`src/rtl/syscnt_pkg.sv`:
```
package syscnt_pkg;

  localparam int BUS_AW = 18;
  localparam int BUS_DW = 32;

  localparam logic [BUS_AW-1:0] OFS_RUN_CTL  = 18'h00000;
  localparam logic [BUS_AW-1:0] OFS_CNT_LO   = 18'h00008;
  localparam logic [BUS_AW-1:0] OFS_CNT_HI   = 18'h0000C;
  localparam logic [BUS_AW-1:0] OFS_CMP_LO   = 18'h10020;
  localparam logic [BUS_AW-1:0] OFS_CMP_HI   = 18'h10024;
  localparam logic [BUS_AW-1:0] OFS_CMP_CTL  = 18'h1002C;
  localparam logic [BUS_AW-1:0] OFS_MIR_LO   = 18'h20008;
  localparam logic [BUS_AW-1:0] OFS_MIR_HI   = 18'h2000C;

  // compare-control bit positions (software decodes these)
  localparam int CTL_EN_BIT   = 0;
  localparam int CTL_MASK_BIT = 1;
  localparam int CTL_STAT_BIT = 2;

  // target reached: count at or above compare
  function automatic logic target_reached(input logic [63:0] cnt, input logic [63:0] cmp);
    return cnt >= cmp;
  endfunction

  // next count value given a tick
  function automatic logic [63:0] advance(input logic [63:0] cnt, input logic tick);
    return tick ? cnt + 64'd1 : cnt;
  endfunction

endpackage

```
`src/rtl/syscnt_tick.sv`:
```
module syscnt_tick #(
  parameter int DIV = 3
) (
  input  logic clk,
  input  logic rst_n,
  input  logic run_i,
  input  logic bypass_i,
  output logic tick_o
);
  localparam int PH_W = (DIV > 2) ? $clog2(DIV) : 1;
  localparam logic [PH_W-1:0] PH_LAST = PH_W'(DIV - 1);

  logic [PH_W-1:0] phase_q;

  assign tick_o = run_i && (bypass_i || (phase_q == PH_LAST));

  always_ff @(posedge clk) begin
    if (!rst_n)                 phase_q <= '0;
    else if (!run_i || bypass_i) phase_q <= '0;
    else if (phase_q == PH_LAST) phase_q <= '0;
    else                        phase_q <= phase_q + PH_W'(1);
  end


  no_double_tick_chk: assert property (@(posedge clk) disable iff (!rst_n)
    (tick_o && !bypass_i) |=> !(tick_o && !bypass_i));

endmodule

```
`src/rtl/syscnt_counter.sv`:
```
module syscnt_counter #(
  parameter int CNT_W = 56
) (
  input  logic             clk,
  input  logic             rst_n,
  input  logic             tick_i,
  output logic [CNT_W-1:0] count_o
);
  import syscnt_pkg::*;

  logic [63:0] count_ext;
  logic [63:0] count_nxt;

  assign count_ext = 64'(count_o);
  assign count_nxt = advance(count_ext, tick_i);

  always_ff @(posedge clk) begin
    if (!rst_n) count_o <= '0;
    else        count_o <= count_nxt[CNT_W-1:0];
  end


  hold_without_tick_chk: assert property (@(posedge clk) disable iff (!rst_n)
    !tick_i |=> $stable(count_o));


  step_of_one_chk: assert property (@(posedge clk) disable iff (!rst_n)
    tick_i |=> (count_o == $past(count_o) + CNT_W'(1)));

endmodule

```
`src/rtl/syscnt_cmp.sv`:
```
module syscnt_cmp #(
  parameter int CNT_W = 56
) (
  input  logic             clk,
  input  logic             rst_n,
  input  logic [CNT_W-1:0] count_i,
  input  logic             wr_lo_i,
  input  logic             wr_hi_i,
  input  logic             wr_ctl_i,
  input  logic [31:0]      wdata_i,
  output logic [CNT_W-1:0] cmp_o,
  output logic             en_o,
  output logic             mask_o,
  output logic             stat_o,
  output logic             irq_o
);
  import syscnt_pkg::*;

  localparam int HI_W = CNT_W - 32;

  logic hit;
  logic dis_wr;

  assign hit    = target_reached(64'(count_i), 64'(cmp_o));
  assign dis_wr = wr_ctl_i && !wdata_i[CTL_EN_BIT];

  always_ff @(posedge clk) begin
    if (!rst_n) begin
      cmp_o <= '0;
    end else begin
      if (wr_lo_i) cmp_o[31:0]       <= wdata_i;
      if (wr_hi_i) cmp_o[CNT_W-1:32] <= wdata_i[HI_W-1:0];
    end
  end

  always_ff @(posedge clk) begin
    if (!rst_n) begin
      en_o   <= 1'b0;
      mask_o <= 1'b0;
    end else if (wr_ctl_i) begin
      en_o   <= wdata_i[CTL_EN_BIT];
      mask_o <= wdata_i[CTL_MASK_BIT];
    end
  end

  always_ff @(posedge clk) begin
    if (!rst_n)      stat_o <= 1'b0;
    else if (dis_wr) stat_o <= 1'b0;
    else if (en_o)   stat_o <= stat_o | hit;
    else             stat_o <= 1'b0;
  end

  assign irq_o = stat_o & en_o & mask_o;


  stat_needs_en_chk: assert property (@(posedge clk) disable iff (!rst_n)
    !en_o |-> !stat_o);


  stat_sets_chk: assert property (@(posedge clk) disable iff (!rst_n)
    (en_o && hit && !wr_ctl_i) |=> stat_o);


  stat_sticky_chk: assert property (@(posedge clk) disable iff (!rst_n)
    (stat_o && !dis_wr) |=> stat_o);


  masked_quiet_chk: assert property (@(posedge clk) disable iff (!rst_n)
    !mask_o |-> !irq_o);

endmodule

```
`src/rtl/syscnt_timer.sv`:
```
module syscnt_timer #(
  parameter int CNT_W = 56,
  parameter int DIV   = 3
) (
  input  logic        clk,
  input  logic        rst_n,
  input  logic        nodiv_i,
  input  logic        bus_sel_i,
  input  logic        bus_wr_i,
  input  logic [17:0] bus_addr_i,
  input  logic [31:0] bus_wdata_i,
  output logic [31:0] bus_rdata_o,
  output logic        irq_o
);
  import syscnt_pkg::*;

  logic             run_q;
  logic             tick;
  logic [CNT_W-1:0] count;
  logic [CNT_W-1:0] cmp;
  logic             cmp_en, cmp_mask, cmp_stat;
  logic             wr_run, wr_lo, wr_hi, wr_ctl;
  logic [63:0]      count_ext, cmp_ext;

  assign wr_run = bus_sel_i && bus_wr_i && (bus_addr_i == OFS_RUN_CTL);
  assign wr_lo  = bus_sel_i && bus_wr_i && (bus_addr_i == OFS_CMP_LO);
  assign wr_hi  = bus_sel_i && bus_wr_i && (bus_addr_i == OFS_CMP_HI);
  assign wr_ctl = bus_sel_i && bus_wr_i && (bus_addr_i == OFS_CMP_CTL);

  always_ff @(posedge clk) begin
    if (!rst_n)      run_q <= 1'b0;
    else if (wr_run) run_q <= bus_wdata_i[0];
  end

  syscnt_tick #(.DIV(DIV)) u_tick (
    .clk      (clk),
    .rst_n    (rst_n),
    .run_i    (run_q),
    .bypass_i (nodiv_i),
    .tick_o   (tick)
  );

  syscnt_counter #(.CNT_W(CNT_W)) u_counter (
    .clk     (clk),
    .rst_n   (rst_n),
    .tick_i  (tick),
    .count_o (count)
  );

  syscnt_cmp #(.CNT_W(CNT_W)) u_cmp (
    .clk      (clk),
    .rst_n    (rst_n),
    .count_i  (count),
    .wr_lo_i  (wr_lo),
    .wr_hi_i  (wr_hi),
    .wr_ctl_i (wr_ctl),
    .wdata_i  (bus_wdata_i),
    .cmp_o    (cmp),
    .en_o     (cmp_en),
    .mask_o   (cmp_mask),
    .stat_o   (cmp_stat),
    .irq_o    (irq_o)
  );

  assign count_ext = 64'(count);
  assign cmp_ext   = 64'(cmp);

  always_comb begin
    bus_rdata_o = '0;
    if (bus_sel_i && !bus_wr_i) begin
      case (bus_addr_i)
        OFS_RUN_CTL:             bus_rdata_o = {31'd0, run_q};
        OFS_CNT_LO, OFS_MIR_LO:  bus_rdata_o = count_ext[31:0];
        OFS_CNT_HI, OFS_MIR_HI:  bus_rdata_o = count_ext[63:32];
        OFS_CMP_LO:              bus_rdata_o = cmp_ext[31:0];
        OFS_CMP_HI:              bus_rdata_o = cmp_ext[63:32];
        OFS_CMP_CTL:             bus_rdata_o = {29'd0, cmp_stat, cmp_mask, cmp_en};
        default:                 bus_rdata_o = '0;
      endcase
    end
  end


  idle_bus_zero_chk: assert property (@(posedge clk) disable iff (!rst_n)
    !bus_sel_i |-> (bus_rdata_o == 32'd0));


  stopped_count_chk: assert property (@(posedge clk) disable iff (!rst_n)
    !run_q |=> $stable(count));

endmodule

```
`config.mk`:
```
export PLATFORM = sky130hd
export DESIGN_NAME = syscnt_timer
export DESIGN_NICKNAME = d
export VERILOG_FILES = /design/src/rtl/syscnt_pkg.sv /design/src/rtl/syscnt_tick.sv /design/src/rtl/syscnt_counter.sv /design/src/rtl/syscnt_cmp.sv /design/src/rtl/syscnt_timer.sv
export SDC_FILE = /design/constraint.sdc
export NUM_CORES = 1
export LEC_CHECK = 0
export ABC_AREA = 1
export BUFFER_PORTS_ARGS = -buffer_cell sky130_fd_sc_hd__buf_2
export CAP_MARGIN = 20
export CORE_ASPECT_RATIO = 0.5
export CORE_MARGIN = 4
export CORE_UTILIZATION = 40
export DETAILED_ROUTE_END_ITERATION = 10
export SYNTH_ARGS = -nofsm -noshare
export SYNTH_HDL_FRONTEND = slang
export SYNTH_SLANG_ARGS = --single-unit
```
`constraint.sdc`:
```
create_clock -name clk -period 5.4 [get_ports clk]
set_clock_uncertainty 0.15 [all_clocks]
set_input_delay 0.54 -clock clk [delete_from_list [all_inputs] [get_ports clk]]
set_output_delay 0.54 -clock clk [all_outputs]
set_load 0.1 [all_outputs]
```
==> results summary <==
The post-route minimum period is 3.95 ns. In the layout the commonest cells are sky130_fd_sc_hd__nor2_1, sky130_fd_sc_hd__nand2_1, sky130_fd_sc_hd__inv_1, sky130_fd_sc_hd__dfxtp_1, sky130_fd_sc_hd__o21ai_0. In this run the core area contains 36 standard-cell rows. The starting density of the core is 0.407. Setup repair after global routing left no endpoint under its margin. The clock buffer count from CTS is 17. The proportion of power drawn by the clock network is 0.551. The count of warnings emitted by yosys came out at 0. The post-synthesis register bit count came out at roughly 120. The critical path is of the in -> out type.

Detailed placement finished with a half-perimeter wire length of 19700 um. The worst setup path is launched from an input port. OpenSTA, run right after detailed placement, puts the worst setup slack at around 1.5 ns. The cell count of the worst hold path is 3. The width of the chip came out at 207 um. The internal portion of total power came out at roughly 1.6 mW. The average instance in the mapped netlist occupies 6.31 sq um. The worst setup path is captured at an output pin. By area the synthesized netlist is led by sky130_fd_sc_hd__dfxtp_1, sky130_fd_sc_hd__nor2_1, sky130_fd_sc_hd__nand2_1.

The number of hold-repair buffers added at the cts stage came out at 0. Dividing the final minimum period by the clock period gives 0.732. Counting distinct cell types in the post-synthesis netlist gives 39.

The total overflow reported by the global router came out at 0. The post-detailed-route wirelength per cell came out at between 15 and 20 um. In this run the count of I/O pins placed on the die edge is 88.

The H-tree was split into 4 levels. In the routed layout, each cell is associated on average with a via count of ~5.2. The post-synth design cell area is 7950 sq um. Measured against its own limit, the worst slew margin works out to 0.323. The count of nets left with antenna violations once routing finished came out at 0. The total of cells resized after clock tree synthesis is 0. The share of the synthesized area in the top cell type is 0.297. The largest net degree at the start of global routing is 105.

The run finished with clean final reports. The via count of the first global-routing pass was just under 8000. The die height came out at about 110 um. The critical path goes through buf_2, nor2_1, nand2_1, nor2_4, nand3_2, nand3_2, o21ai_4, buf_16, nor2_1, buf_2. The commonest non-fill, non-tap cell in the layout is sky130_fd_sc_hd__nor2_1. The weighted congestion at the end of routability-driven global placement is about 0.9. The remaining design rule violation count is 0.

The final cell area excluding filler cells is 9200 sq um. The arrival time at the worst endpoint came out at 3.26 ns. The path class of the lowest-slack min-delay path is in -> reg.

The number of buffer cells added on primary ports came out at 87. In this run the post-CTS setup repair buffer count came out at 0. The placed instances occupy a cell area of around 8600 sq um. The number of diodes added for antenna fixing is 0. The area inside the core boundary is approximately 20000 sq um.

TritonCTS built the clock tree. The first-pass iteration count of the detailed router came out at 5. The number of nets produced by synthesis is 1373. The worst-case vdd ir drop is 0.000185 V. The total count of hold-check failures in the final report came out at 0.

The synthesized instance count is 1260. The clock sink total is 118. The final-stage net count came out at approximately 1400. The maximum fanout encountered on the critical timing path came out at 30. The final hold slack came out at 0.199 ns.

The maximum clock rate came out at 253 MHz. The clock latency at the later pin of the worst-skew pair came out at 0.43 ns. The count of fill cells added during filler insertion came out at 2066. The non-filler instance count after layout came out at roughly 1600. At the pin with the least slew margin, the transition time is 1.02 ns. Power spread over the standard cell area amounts to 228 nW/um^2. The largest total area in the synthesized netlist belongs to sky130_fd_sc_hd__dfxtp_1. The clock tree buffer depth came out at 2. The setup check on the worst reg-to-reg path leaves a slack of 2.40 ns. The fraction of power spent switching nets is 0.242. The routed design has ~26000 um of wire.

The all-layer global routing usage is 0.239. The number of DRC markers in iteration 0 came out at 705. The required time of the worst setup path is around 4.7 ns.

The tree is rooted in a sky130_fd_sc_hd__clkbuf_16. Clock-pin slew was measured on the worst setup and hold paths at ~0.06 ns. The largest individual stage delay along the critical path comes from the cell sky130_fd_sc_hd__nor2_4.

The final worst slack came out at between 1 and 1.5 ns. The routed layout has 8443 vias. The number of antenna violations at the first check in global routing came out at 0. The global-route wire length before repair is roughly 42000 um.

The largest stage delay on the critical path is roughly 0.64 ns. The area growth from synthesis to layout is 15.7%. After detailed placement, the design holds a cell count of ~1600. Setup violations remaining at the end of the flow were counted as 0. The fraction of layout instances using a drive strength above 1 is 0.121. The area of the die is ~22000 sq um.

The register area share after synthesis is 0.297. The leakage component of the power came out at 3.78 nW. The total count of max-transition violations in the final report is 0. The proportion of power drawn by flip-flops and latches came out at 0.415.

The number of max-cap violations is 0. The cell count of the worst reg-to-reg path came out at 11. The total negative slack for setup checks is 0 ns.

The net load switching power is 0.508 mW. Of the total power, combinational logic draws 0.034.
path summary, 6_finish.rpt:
kind	startpoint	end
worst min-delay path	bus_wdata_i[25]	u_cmp.cmp_o[25]$_SDFFE_PN0P_
worst max register to register	u_tick.phase_q[0]$_SDFF_PP0_	u_counter.count_o[46]$_SDFFE_PN0P_
worst min register to register	u_tick.phase_q[0]$_SDFF_PP0_	u_tick.phase_q[0]$_SDFF_PP0_
worst max-delay path	bus_addr_i[12]	bus_rdata_o[20]
worst max-delay path: cells and delay by family:
family          cells  cell delay, ns
buf+inv             3            0.77
simple gates        6            1.72
compound gates      1            0.21
cells in the mapped netlist:
cell	number
sky130_fd_sc_hd__nor3_2	1
sky130_fd_sc_hd__xor2_1	1
sky130_fd_sc_hd__nor3_1	52
sky130_fd_sc_hd__clkbuf_1	23
sky130_fd_sc_hd__nor3_4	2
sky130_fd_sc_hd__dfxtp_1	118
sky130_fd_sc_hd__a21o_1	1
sky130_fd_sc_hd__nand3_1	65
sky130_fd_sc_hd__buf_2	15
sky130_fd_sc_hd__o21ai_2	1
sky130_fd_sc_hd__nor4_1	2
sky130_fd_sc_hd__and2_1	2
sky130_fd_sc_hd__o21bai_1	3
sky130_fd_sc_hd__nand3b_1	5
sky130_fd_sc_hd__clkbuf_2	1
sky130_fd_sc_hd__and3_1	1
sky130_fd_sc_hd__nand2_1	231
sky130_fd_sc_hd__nor2_2	18
sky130_fd_sc_hd__o21ai_1	3
sky130_fd_sc_hd__buf_1	2
sky130_fd_sc_hd__nand4_1	52
sky130_fd_sc_hd__a211oi_1	2
sky130_fd_sc_hd__nand3_2	4
sky130_fd_sc_hd__nor2_4	3
sky130_fd_sc_hd__buf_4	1
sky130_fd_sc_hd__nor3b_1	3
sky130_fd_sc_hd__or2_2	1
sky130_fd_sc_hd__o21a_1	6
sky130_fd_sc_hd__o21ba_2	1
sky130_fd_sc_hd__inv_1	163
sky130_fd_sc_hd__o22ai_1	8
sky130_fd_sc_hd__or2_1	1
sky130_fd_sc_hd__nor2_1	232
sky130_fd_sc_hd__a31oi_1	2
sky130_fd_sc_hd__o21ai_0	91
sky130_fd_sc_hd__a21oi_1	80
sky130_fd_sc_hd__ha_1	58
sky130_fd_sc_hd__inv_2	3
sky130_fd_sc_hd__buf_6	2
sequential cells by signal, summed over array words and instances (netlist names):
name and count:
u_cmp.stat_o 1, u_cmp.en_o 1, run_q 1, u_tick.phase_q 2, u_cmp.mask_o 1, u_counter.count_o 56
u_cmp.cmp_o 56
cell families (layout without fill, tap and decap cells):
kind of cell / count (synthesis) / in the layout / share of synthesized area
buf+inv: 210 / 294 / 0.104
compound gates: 198 / 198 / 0.131
fa+ha+maj: 58 / 58 / 0.0913
simple gates: 675 / 675 / 0.375
flops: 118 / 118 / 0.297
xor+xnor: 1 / 1 / 0.00110
power groups by stage:
stage          clock (mW)  sequential (mW)  combinational (mW)
2_1_floorplan           0            0.890              0.0346
3_3_place_gp            0            0.890              0.0697
3_5_place_dp            0            0.890              0.0711
4_1_cts              1.18            0.870              0.0714
5_1_grt              1.21            0.870              0.0801
6_report             1.16            0.870              0.0714
area by class of cell:
type	instances	area [sq um]	share of cell area
Multi-Input combinational cell	932	4770	0.518
Clock buffer	18	439	0.0477
Clock inverter	14	151	0.0165
Sequential cell	118	2360	0.257
Timing Repair Buffer	96	523	0.0569
Tap cell	266	333	0.0362
Inverter	166	623	0.0677
metal layers:
metal,vias up,GRT usage,share of wire
li1,4266,-,-
met1,3894,0.373,0.54
met2,255,0.341,0.38
met3,28,0.0399,0.063
met4,0,0.0481,0.013
met5,-,0,0
per-stage QoR:
stage	power [mW]	utilization
4_1_cts	2.12	0.472
2_1_floorplan	0.924	-
3_5_place_dp	0.961	0.441
6_report	2.10	0.472
5_1_grt	2.16	0.472
3_3_place_gp	0.959	0.440
Note: power is estimated with default switching activity, not from simulation.
